===== config.mk =====
export PLATFORM = sky130hd
export DESIGN_NAME = dtc_top
export DESIGN_NICKNAME = d
export VERILOG_FILES = /design/src/rtl/dtc_pkg.sv /design/src/rtl/dtc_pulse_timer.sv /design/src/rtl/dtc_duty_div.sv /design/src/rtl/dtc_corr_unit.sv /design/src/rtl/dtc_top.sv
export SDC_FILE = /design/constraint.sdc
export NUM_CORES = 1
export LEC_CHECK = 0
export ABC_AREA = 1
export ABC_CLOCK_PERIOD_IN_PS = 5600
export BUFFER_PORTS_ARGS = -buffer_cell sky130_fd_sc_hd__buf_2
export CAP_MARGIN = 20
export CORE_UTILIZATION = 55
export CTS_CLUSTER_SIZE = 8
export DETAILED_ROUTE_END_ITERATION = 10
export PLACE_DENSITY = 0.72
export SLEW_MARGIN = 10
export SYNTH_ARGS = -nofsm -noshare
export SYNTH_HDL_FRONTEND = slang
export SYNTH_SLANG_ARGS = --single-unit

===== constraint.sdc =====
create_clock -name clk -period 5.6 [get_ports clk]
set_clock_uncertainty 0.1 [all_clocks]
set_input_delay 0 -clock clk [delete_from_list [all_inputs] [get_ports clk]]
set_output_delay 0 -clock clk [all_outputs]
set_load 0.005 [all_outputs]

===== src/rtl/dtc_pkg.sv =====
package dtc_pkg;
    // Correction mode selected by the mode pin
    typedef enum logic {
        MODE_OPEN   = 1'b0,
        MODE_CLOSED = 1'b1
    } dtc_mode_e;
endpackage


===== src/rtl/dtc_pulse_timer.sv =====
// Counts high and low clock cycles of the inverter output within each
// modulation period. Assumes out_level is already synchronous to clk.
// The strobe cycle belongs to the new period; counts saturate at their maximum.
module dtc_pulse_timer #(
    parameter int CNT_W = 10
) (
    input  logic             clk,
    input  logic             rst_n,
    input  logic             period_start,
    input  logic             out_level,
    output logic [CNT_W-1:0] hi_cap,
    output logic [CNT_W-1:0] lo_cap,
    output logic             cap_valid
);
    localparam logic [CNT_W-1:0] CMAX = '1;

    logic [CNT_W-1:0] hi_cnt;
    logic [CNT_W-1:0] lo_cnt;

    // Count the output level and capture the totals on each strobe
    always_ff @(posedge clk) begin
        if (!rst_n) begin
            hi_cnt    <= '0;
            lo_cnt    <= '0;
            hi_cap    <= '0;
            lo_cap    <= '0;
            cap_valid <= 1'b0;
        end else if (period_start) begin
            hi_cap    <= hi_cnt;
            lo_cap    <= lo_cnt;
            cap_valid <= 1'b1;
            hi_cnt    <= {{(CNT_W-1){1'b0}}, out_level};
            lo_cnt    <= {{(CNT_W-1){1'b0}}, ~out_level};
        end else begin
            cap_valid <= 1'b0;
            if (out_level && hi_cnt != CMAX)
                hi_cnt <= hi_cnt + 1'b1;
            if (!out_level && lo_cnt != CMAX)
                lo_cnt <= lo_cnt + 1'b1;
        end
    end

    AST_CNT_RESTART: assert property (@(posedge clk) disable iff (!rst_n)
        period_start |=> (({1'b0, hi_cnt} + {1'b0, lo_cnt}) == (CNT_W+1)'(1)));
endmodule


===== src/rtl/dtc_duty_div.sv =====
// Sequential restoring divider that gives floor(hi*DMAX/(hi+lo)).
// Produces one quotient bit per clock, MSB first, so it finishes DUTY_W
// clocks after start. Assumes start does not come again while it is busy.
module dtc_duty_div #(
    parameter int CNT_W  = 10,
    parameter int DUTY_W = 8
) (
    input  logic              clk,
    input  logic              rst_n,
    input  logic              start,
    input  logic [CNT_W-1:0]  hi,
    input  logic [CNT_W-1:0]  lo,
    output logic [DUTY_W-1:0] duty,
    output logic              done,
    output logic              zero_den
);
    localparam int NUM_W  = CNT_W + DUTY_W;
    localparam int DEN_W  = CNT_W + 1;
    localparam int SH_W   = DEN_W + DUTY_W;
    localparam int STEP_W = $clog2(DUTY_W + 1);
    localparam logic [NUM_W-1:0] DMAX_N = NUM_W'((1 << DUTY_W) - 1);

    logic [NUM_W-1:0]  rem;
    logic [SH_W-1:0]   dsh;
    logic [STEP_W-1:0] step;
    logic              busy;
    logic [NUM_W-1:0]  num_r;
    logic [DEN_W-1:0]  den_r;
    logic [DEN_W-1:0]  den_in;

    // Period length used as the divisor
    always_comb den_in = {1'b0, hi} + {1'b0, lo};

    // Load the operands, then produce one quotient bit per clock
    always_ff @(posedge clk) begin
        if (!rst_n) begin
            rem      <= '0;
            dsh      <= '0;
            step     <= '0;
            busy     <= 1'b0;
            duty     <= '0;
            done     <= 1'b0;
            zero_den <= 1'b0;
            num_r    <= '0;
            den_r    <= '0;
        end else if (start) begin
            rem      <= NUM_W'(hi) * DMAX_N;
            num_r    <= NUM_W'(hi) * DMAX_N;
            den_r    <= den_in;
            dsh      <= SH_W'(den_in) << (DUTY_W - 1);
            step     <= STEP_W'(DUTY_W);
            busy     <= 1'b1;
            duty     <= '0;
            done     <= 1'b0;
            zero_den <= (den_in == '0);
        end else if (busy) begin
            if (SH_W'(rem) >= dsh) begin
                rem  <= rem - NUM_W'(dsh);
                duty <= {duty[DUTY_W-2:0], 1'b1};
            end else begin
                duty <= {duty[DUTY_W-2:0], 1'b0};
            end
            dsh  <= dsh >> 1;
            step <= step - 1'b1;
            if (step == STEP_W'(1)) begin
                busy <= 1'b0;
                done <= 1'b1;
            end
        end else begin
            done <= 1'b0;
        end
    end

    AST_DIV_EXACT: assert property (@(posedge clk) disable iff (!rst_n)
        (done && !zero_den) |->
            (((SH_W+1)'(duty) * (SH_W+1)'(den_r) <= (SH_W+1)'(num_r)) &&
             ((SH_W+1)'(num_r) < ((SH_W+1)'(duty) + 1'b1) * (SH_W+1)'(den_r))));
endmodule


===== src/rtl/dtc_corr_unit.sv =====
// Keeps the set-point issued for the current and the previous period. When a
// measurement completes, it forms the closed-loop correction
// issued - measured. Assumes the measurement finishes before the next strobe.
module dtc_corr_unit #(
    parameter int DUTY_W = 8,
    localparam int CW    = DUTY_W + 2
) (
    input  logic                 clk,
    input  logic                 rst_n,
    input  logic                 period_start,
    input  logic [DUTY_W-1:0]    sp_now,
    input  logic                 meas_done,
    input  logic                 meas_zero,
    input  logic [DUTY_W-1:0]    meas_duty,
    output logic signed [CW-1:0] corr
);
    logic [DUTY_W-1:0] issued_live;
    logic [DUTY_W-1:0] issued_cap;

    // Record the issued set-point at each strobe and pair it with the next result
    always_ff @(posedge clk) begin
        if (!rst_n) begin
            issued_live <= '0;
            issued_cap  <= '0;
        end else if (period_start) begin
            issued_cap  <= issued_live;
            issued_live <= sp_now;
        end
    end

    // Update the correction only when a measurement completes
    always_ff @(posedge clk) begin
        if (!rst_n)
            corr <= '0;
        else if (meas_done)
            corr <= meas_zero ? '0
                  : ($signed({2'b00, issued_cap}) - $signed({2'b00, meas_duty}));
    end

    AST_CORR_HOLD: assert property (@(posedge clk) disable iff (!rst_n)
        !meas_done |=> $stable(corr));
endmodule


===== src/rtl/dtc_top.sv =====
// Dead-time compensator top. Chooses the open-loop correction (its sign from
// the current reference) or the closed-loop correction (from measured output
// pulses), adds it to the requested duty, clamps the sum and registers it.
// Assumes each period lasts longer than DUTY_W+4 clocks.
module dtc_top #(
    parameter int DUTY_W = 8,
    parameter int CNT_W  = 10,
    parameter int IREF_W = 12
) (
    input  logic                     clk,
    input  logic                     rst_n,
    input  logic                     mode,
    input  logic                     period_start,
    input  logic [DUTY_W-1:0]        sp_in,
    input  logic signed [IREF_W-1:0] i_ref,
    input  logic [DUTY_W-1:0]        comp_mag,
    input  logic                     out_level,
    output logic [DUTY_W-1:0]        sp_out
);
    import dtc_pkg::*;

    localparam int CW = DUTY_W + 2;
    localparam logic signed [CW-1:0] DMAX_S = CW'((1 << DUTY_W) - 1);

    dtc_mode_e             mode_e;
    logic [CNT_W-1:0]      hi_cap;
    logic [CNT_W-1:0]      lo_cap;
    logic                  cap_valid;
    logic [DUTY_W-1:0]     meas_duty;
    logic                  meas_done;
    logic                  meas_zero;
    logic signed [CW-1:0]  cl_corr;
    logic signed [CW-1:0]  ol_corr;
    logic signed [CW-1:0]  corr_sel;
    logic signed [CW-1:0]  sum;
    logic [DUTY_W-1:0]     sat_val;

    assign mode_e = dtc_mode_e'(mode);

    dtc_pulse_timer #(.CNT_W(CNT_W)) u_timer (
        .clk          (clk),
        .rst_n        (rst_n),
        .period_start (period_start),
        .out_level    (out_level),
        .hi_cap       (hi_cap),
        .lo_cap       (lo_cap),
        .cap_valid    (cap_valid)
    );

    dtc_duty_div #(.CNT_W(CNT_W), .DUTY_W(DUTY_W)) u_div (
        .clk      (clk),
        .rst_n    (rst_n),
        .start    (cap_valid),
        .hi       (hi_cap),
        .lo       (lo_cap),
        .duty     (meas_duty),
        .done     (meas_done),
        .zero_den (meas_zero)
    );

    dtc_corr_unit #(.DUTY_W(DUTY_W)) u_corr (
        .clk          (clk),
        .rst_n        (rst_n),
        .period_start (period_start),
        .sp_now       (sp_out),
        .meas_done    (meas_done),
        .meas_zero    (meas_zero),
        .meas_duty    (meas_duty),
        .corr         (cl_corr)
    );

    // Open-loop correction, signed by the current reference, zero at zero current
    always_comb begin
        if (i_ref > 0)
            ol_corr = $signed({2'b00, comp_mag});
        else if (i_ref < 0)
            ol_corr = -$signed({2'b00, comp_mag});
        else
            ol_corr = '0;
    end

    // Pick the correction for the mode, add it to the request and clamp
    always_comb begin
        corr_sel = (mode_e == MODE_CLOSED) ? cl_corr : ol_corr;
        sum      = $signed({2'b00, sp_in}) + corr_sel;
        if (sum < 0)
            sat_val = '0;
        else if (sum > DMAX_S)
            sat_val = DMAX_S[DUTY_W-1:0];
        else
            sat_val = sum[DUTY_W-1:0];
    end

    // Register the corrected set-point for the modulator
    always_ff @(posedge clk) begin
        if (!rst_n)
            sp_out <= '0;
        else
            sp_out <= sat_val;
    end

    AST_DEAD_ZONE: assert property (@(posedge clk) disable iff (!rst_n)
        (mode_e == MODE_OPEN && i_ref == 0) |=> (sp_out == $past(sp_in)));
    AST_OPEN_RAISE: assert property (@(posedge clk) disable iff (!rst_n)
        (mode_e == MODE_OPEN && i_ref > 0) |=> (sp_out >= $past(sp_in)));
    AST_OPEN_LOWER: assert property (@(posedge clk) disable iff (!rst_n)
        (mode_e == MODE_OPEN && i_ref < 0) |=> (sp_out <= $past(sp_in)));
endmodule


======== After elaboration in Yosys (flattened, before gate mapping) ========
Index checks and enable logic that the tools add are counted.
storage, ports and cells
  register bits after elaboration ......... 126
  latch bits .............................. 0
  RAM bits ................................ 0
  bits in read-only memories .............. 0
  input bits .............................. 33
  output and inout bits ................... 8
  word-level logic and storage cells ...... 74
  memories ................................ 0
operators by class
  add/subtract/negate cells ............... 8
  multiply operators ...................... 1
  divide/modulo/power cells ............... 0
  magnitude comparators ................... 5
  equal/unequal tests ..................... 3
  shifts and indexed selects .............. 0
  multiplexer cells ....................... 21
  bitwise logic cells ..................... 3
  reductions and logical operators ........ 13
operator list
  kind                   number
  $mux 18                5
  $mux 10                4
  $add 10x1->10 const B  2
  $ne 10x10->1 const B   2
  $ge 18x18->1           1
  $mul 10x8->18 const B  1
  $sub 18x18->18         1
  $gt 12x1->1 const B    1
  $lt 12x1->1 const B    1
  $add 10x10->11         1
  $logic_not 11->1       1
  $add 9x10->10          1
  $gt 10x9->1 const B    1
  $lt 10x1->1 const B    1
  $neg 8->10             1
  $mux 1                 9
  $sub 8x8->9            1
  $mux 4                 2
  $mux 8                 1
  $reduce_bool 2->1      4
  $reduce_or 2->1        3
  $eq 4x1->1 const B     1
  $sub 4x1->4 const B    1
  $not 1->1              3
  other kinds (4)        5

======== Longest topological paths before layout ========
  depth after elaboration ................. 7
  mapped depth ............................ 20
  mapped depth without buffers ............ 20

======== Cells and area by module ========
From an unflattened synthesis, not the netlist that was laid out.
unflattened totals
  cell total of the unflattened synthesis .. 1525
  area, all modules ....................... 10314.9 sq um
modules (own cells, without submodules)
  module           times used  cells each  area each (sq um)  sequential area each (sq um)
  dtc_duty_div     1           930         6094.6             1021.0
  dtc_pulse_timer  1           237         1784.2             820.8
  dtc_corr_unit    1           175         1313.8             500.5
  dtc_top          1           183         1122.3             160.2

======== Worst setup path before layout ========
Ideal clock, no wire load.
  path type ............................... register to register
  from .................................... register u_timer.hi_cap[1]
  to ...................................... register u_div.rem[11]
  library setup time ...................... 0.113 ns
  arrival time ............................ 3.866 ns
  required time ........................... 5.387 ns
  slack ................................... 1.522 ns
  cell stages (with the launch flop) ...... 19
  buffers on the path ..................... 0
  clock period less this slack ............ 4.078 ns
  path through ............................ dfxtp_1 inv_1 fa_1 fa_1 inv_1 fa_1 inv_1 fa_1 inv_1 ha_1 a21oi_1 o21ai_0 inv_1 nand2_1 xor2_1 nand2_1 nand2_1 nor2_1 nor2_1
on the way
  longest elaborated chain between the ends .. 2
ends and longest elaborated chain
  item                      line                   text
  start: declaration        dtc_pulse_timer.sv:11  output logic [CNT_W-1:0] hi_cap,
  start signal: assignment  dtc_pulse_timer.sv:29  hi_cap <= hi_cnt;
  $mul 10x8->18             dtc_duty_div.sv:47     rem <= NUM_W'(hi) * DMAX_N;
  $mux 18                   dtc_duty_div.sv:46     end else if (start) begin
  end signal: assignment    dtc_duty_div.sv:47
  end signal: assignment    dtc_duty_div.sv:58     rem <= rem - NUM_W'(dsh);
  end: declaration          dtc_duty_div.sv:23     logic [NUM_W-1:0] rem;
No other way between the ends.
A chain may end at the register's enable or synchronous reset.

======== Final worst setup path ========
  from .................................... register u_timer.hi_cap[1]
  to ...................................... register u_div.rem[9]
Same word-level chain as after synthesis.

==> results.py <==
metrics = {
    "pwr": {
        "p_sw_w": 0.00107,
        "power_per_cell_area_nw_per_um2": 289,
        "combinationalPowerShare_pct": 30.2,
        "p_seq_share_pct": 31.8,
        "clock_power_share_pct": 38.0,
        "intPower_w": 0.00204,
        "p_leak_nw": 5.24,
        "peakVddDrop_v": 0.000240,
        "total_power_w": 0.00310,
        "power.share.switching_pct": 34.4,
    },
    "layout": {
        "num_antenna_cells": 0,
        "final_common_cell": "nand2_1",
        "final_cell_mix": "nand2_1 (341), inv_1 (260), dfxtp_1 (125)",
        "drive_gt1_share_pct": 6.06,
        "utilization_pct": 62.2,
        "stdcell_count": 1693,
        "area_growth_pct": 10.7,
        "nNetsFinal": 1619,
    },
    "cts": {
        "cts.clk_slew.worst_paths_ns": 0.06,
        "cts_buffer_depth": 2,
        "worstSkewPairLatency_ns": 0.41,
        "clock_sinks": 125,
        "cts_tree": "done",
        "cts.repair.resized": 0,
        "cts_setup_buffers": 0,
        "htreeDepth": 4,
        "cts_hold_buf": 3,
        "clock-root-buffer": "clkbuf_16",
        "cts_buffers": 17,
    },
    "grt": {
        "grt_max_degree": 33,
        "grt_pass1_wl_mm": 38.1,
        "grt.total_usage_pct": 26.2,
        "grt_pass1_vias": 8139,
        "antenna_found_initial": 0,
        "overflow": 0,
    },
    "floorplanning": {
        "fp-row-count": 48,
        "die-area_sq_um": 18100,
        "initial_core_util_pct": 56.2,
        "die_h_um": 135,
        "die_w_um": 135,
        "core_sq_um": 17200,
        "io_pins": 41,
    },
    "logic_synthesis": {
        "netlist_area_sq_um": 9690,
        "synth-xor-area-share_pct": 1.90,
        "synth_compound_area_share_pct": 13.2,
        "syn-num-nets": 1584,
        "synth_cells": 1420,
        "seq_area_frac_synth_pct": 25.8,
        "synth_warnings": 0,
        "synth.avg_cell_area_sq_um": 6.82,
        "synth_top_family_by_area": "simple AND/OR/NAND/NOR gates",
        "ys_ff_latch": 125,
        "synth_adder_area_share_pct": 20.3,
        "yosysUniqueCellTypes": 40,
        "yosys.area_share.simple_pct": 27.1,
        "synthMuxAreaShare_pct": 0,
    },
    "timing": {
        "tns_ns": 0,
        "fmax_ghz": 0.222,
        "setup_viol": 0,
        "drv_slew": 0,
        "fin_hold_ws_ns": 0.0347,
        "hold_viol_final": 0,
        "grt_setup_unrepaired": "no",
        "timing.final.crit_share_pct": 80.3,
        "tightestPinTransition_ns": 0.947,
        "relSlewSlack_pct": 36.6,
        "post-route-min-period_ns": 4.50,
    },
    "route": {
        "viasPerCell": 5.30,
        "wl_per_cell_um": 13.4,
        "drt_iter0_markers": 607,
        "first_pass_iters": 8,
        "finalWirelength_mm": 22.8,
        "vias": 8967,
        "route.detailed.drc": 1,
        "ant_nets": 0,
    },
    "status": {
        "status": "complete, but fails checks",
        "failed_checks": "design-rule violations",
    },
    "worst_setup_path": {
        "crit_type": "flip-flop to flip-flop",
        "critPathMaxFanout": 6,
        "cp-start-kind": "flip-flop",
        "crit_arrival_ns": 4.70,
        "crit_required_ns": 5.81,
        "worstSetupEndpointType": "flip-flop",
    },
    "place": {
        "dp.cells": 1658,
        "port_buffers": 40,
        "gp_congestion": 0.945,
        "hpwl_mm": 17.8,
    },
    "run": {
        "drv_cap": 0,
    },
    "min_path": {
        "hp-class": "input pin to flip-flop",
    },
}
## through the flow
stage               worst slack (ns)  cell area (sq um)
finish                          1.10              10700
CTS                             1.11              10700
global placement                1.19              10100
global route                   0.832              10700
floorplan                       1.52               9690
detailed placement              1.12              10100
## critical path, stage by stage, from the launching register on
cell	delay [ns]
dfxtp_1	0.47
inv_1	0.13
fa_1	0.51
inv_1	0.10
fa_1	0.41
inv_1	0.08
fa_1	0.44
fa_1	0.54
inv_1	0.04
ha_1	0.36
inv_1	0.07
o21ai_0	0.46
nand2_1	0.10
nand2_1	0.14
a21oi_1	0.07
o21ai_0	0.09
o21ai_0	0.11
nor2_1	0.11
nor2_1	0.06
## layer usage
metal / global-route usage [%] / up-vias / routed length (um)
li1: - / 4631 / -
met1: 35.6 / 4079 / 11100
met2: 42.8 / 224 / 10300
met3: 3.75 / 33 / 920
met4: 8.36 / 0 / 439
met5: 0 / - / 0
## power by group through the flow
stage | clock network (W) | registers (W) | logic (W)
2_1_floorplan | 0 | 0.000991 | 0.000733
3_3_place_gp | 0 | 0.00100 | 0.000912
3_5_place_dp | 0 | 0.00100 | 0.000923
4_1_cts | 0.00120 | 0.000986 | 0.000932
5_1_grt | 0.00124 | 0.000993 | 0.00108
6_report | 0.00118 | 0.000986 | 0.000938
## flip-flops by register name (all words and copies together), names as in the netlist
name / count
u_div.dsh: 18
u_div.rem: 18
u_timer.hi_cap: 10
u_timer.hi_cnt: 10
u_timer.lo_cap: 10
u_timer.lo_cnt: 10
u_corr.corr: 9
sp_out: 8
u_corr.issued_cap: 8
u_corr.issued_live: 8
u_div.duty: 8
u_div.step: 4
u_div.busy: 1
u_div.done: 1
u_div.zero_den: 1
u_timer.cap_valid: 1
## layout make-up
| cell class | instances | area (sq um) |
|---|---|---|
| fillers | 1610 | 6510 |
| repair buffers | 47 | 260 |
| clock inverters | 14 | 209 |
| well taps | 225 | 282 |
| clock buffers | 18 | 429 |
| flip-flops and latches | 125 | 2500 |
| inverters | 263 | 987 |
| multi-input cells | 1001 | 6060 |
## synthesized netlist by cell type, drive strengths merged
cell type	count	area (sq um)
xnor2	5	43.8
o22ai	12	75.1
a2bb2oi	1	8.76
clkbuf	23	86.3
dfxtp	125	2500
nand2	344	1300
or2	3	18.8
nor3	13	70.1
nor4	3	18.8
nand3b	20	150
ha	87	1090
xor2	16	140
o21ai	95	479
o21bai	2	15.0
clkinv	2	7.51
a21oi	98	502
and2	2	12.5
nand3	97	485
o21a	2	15.0
o221ai	1	8.76
a211oi	3	22.5
a31oi	11	68.8
fa	44	881
buf	8	56.3
nor2	110	415
nor3b	3	22.5
o211ai	10	75.1
inv	261	980
a22oi	1	7.51
nand4	18	125
## logic make-up (layout without fill, tap and decap cells)
group | after synthesis | count (layout)
AOI/OAI and AO/OA | 236 | 236
and+or+nand+nor | 613 | 613
DFF | 125 | 125
xor gates and xnor gates | 21 | 21
buffers and inverters | 294 | 342
adders and majority gates | 131 | 131
## worst paths after layout
path                startpoint           endpoint  slack (ns)  cells past startpoint
min               period_start  u_timer.lo_cnt[6]        0.03                      5
min reg2reg     u_div.zero_den     u_div.zero_den        0.37                      2
max          u_timer.hi_cap[1]       u_div.rem[9]        1.10                     18
max reg2reg  u_timer.hi_cap[1]       u_div.rem[9]        1.10                     18
(Power assumes the default switching activity.)
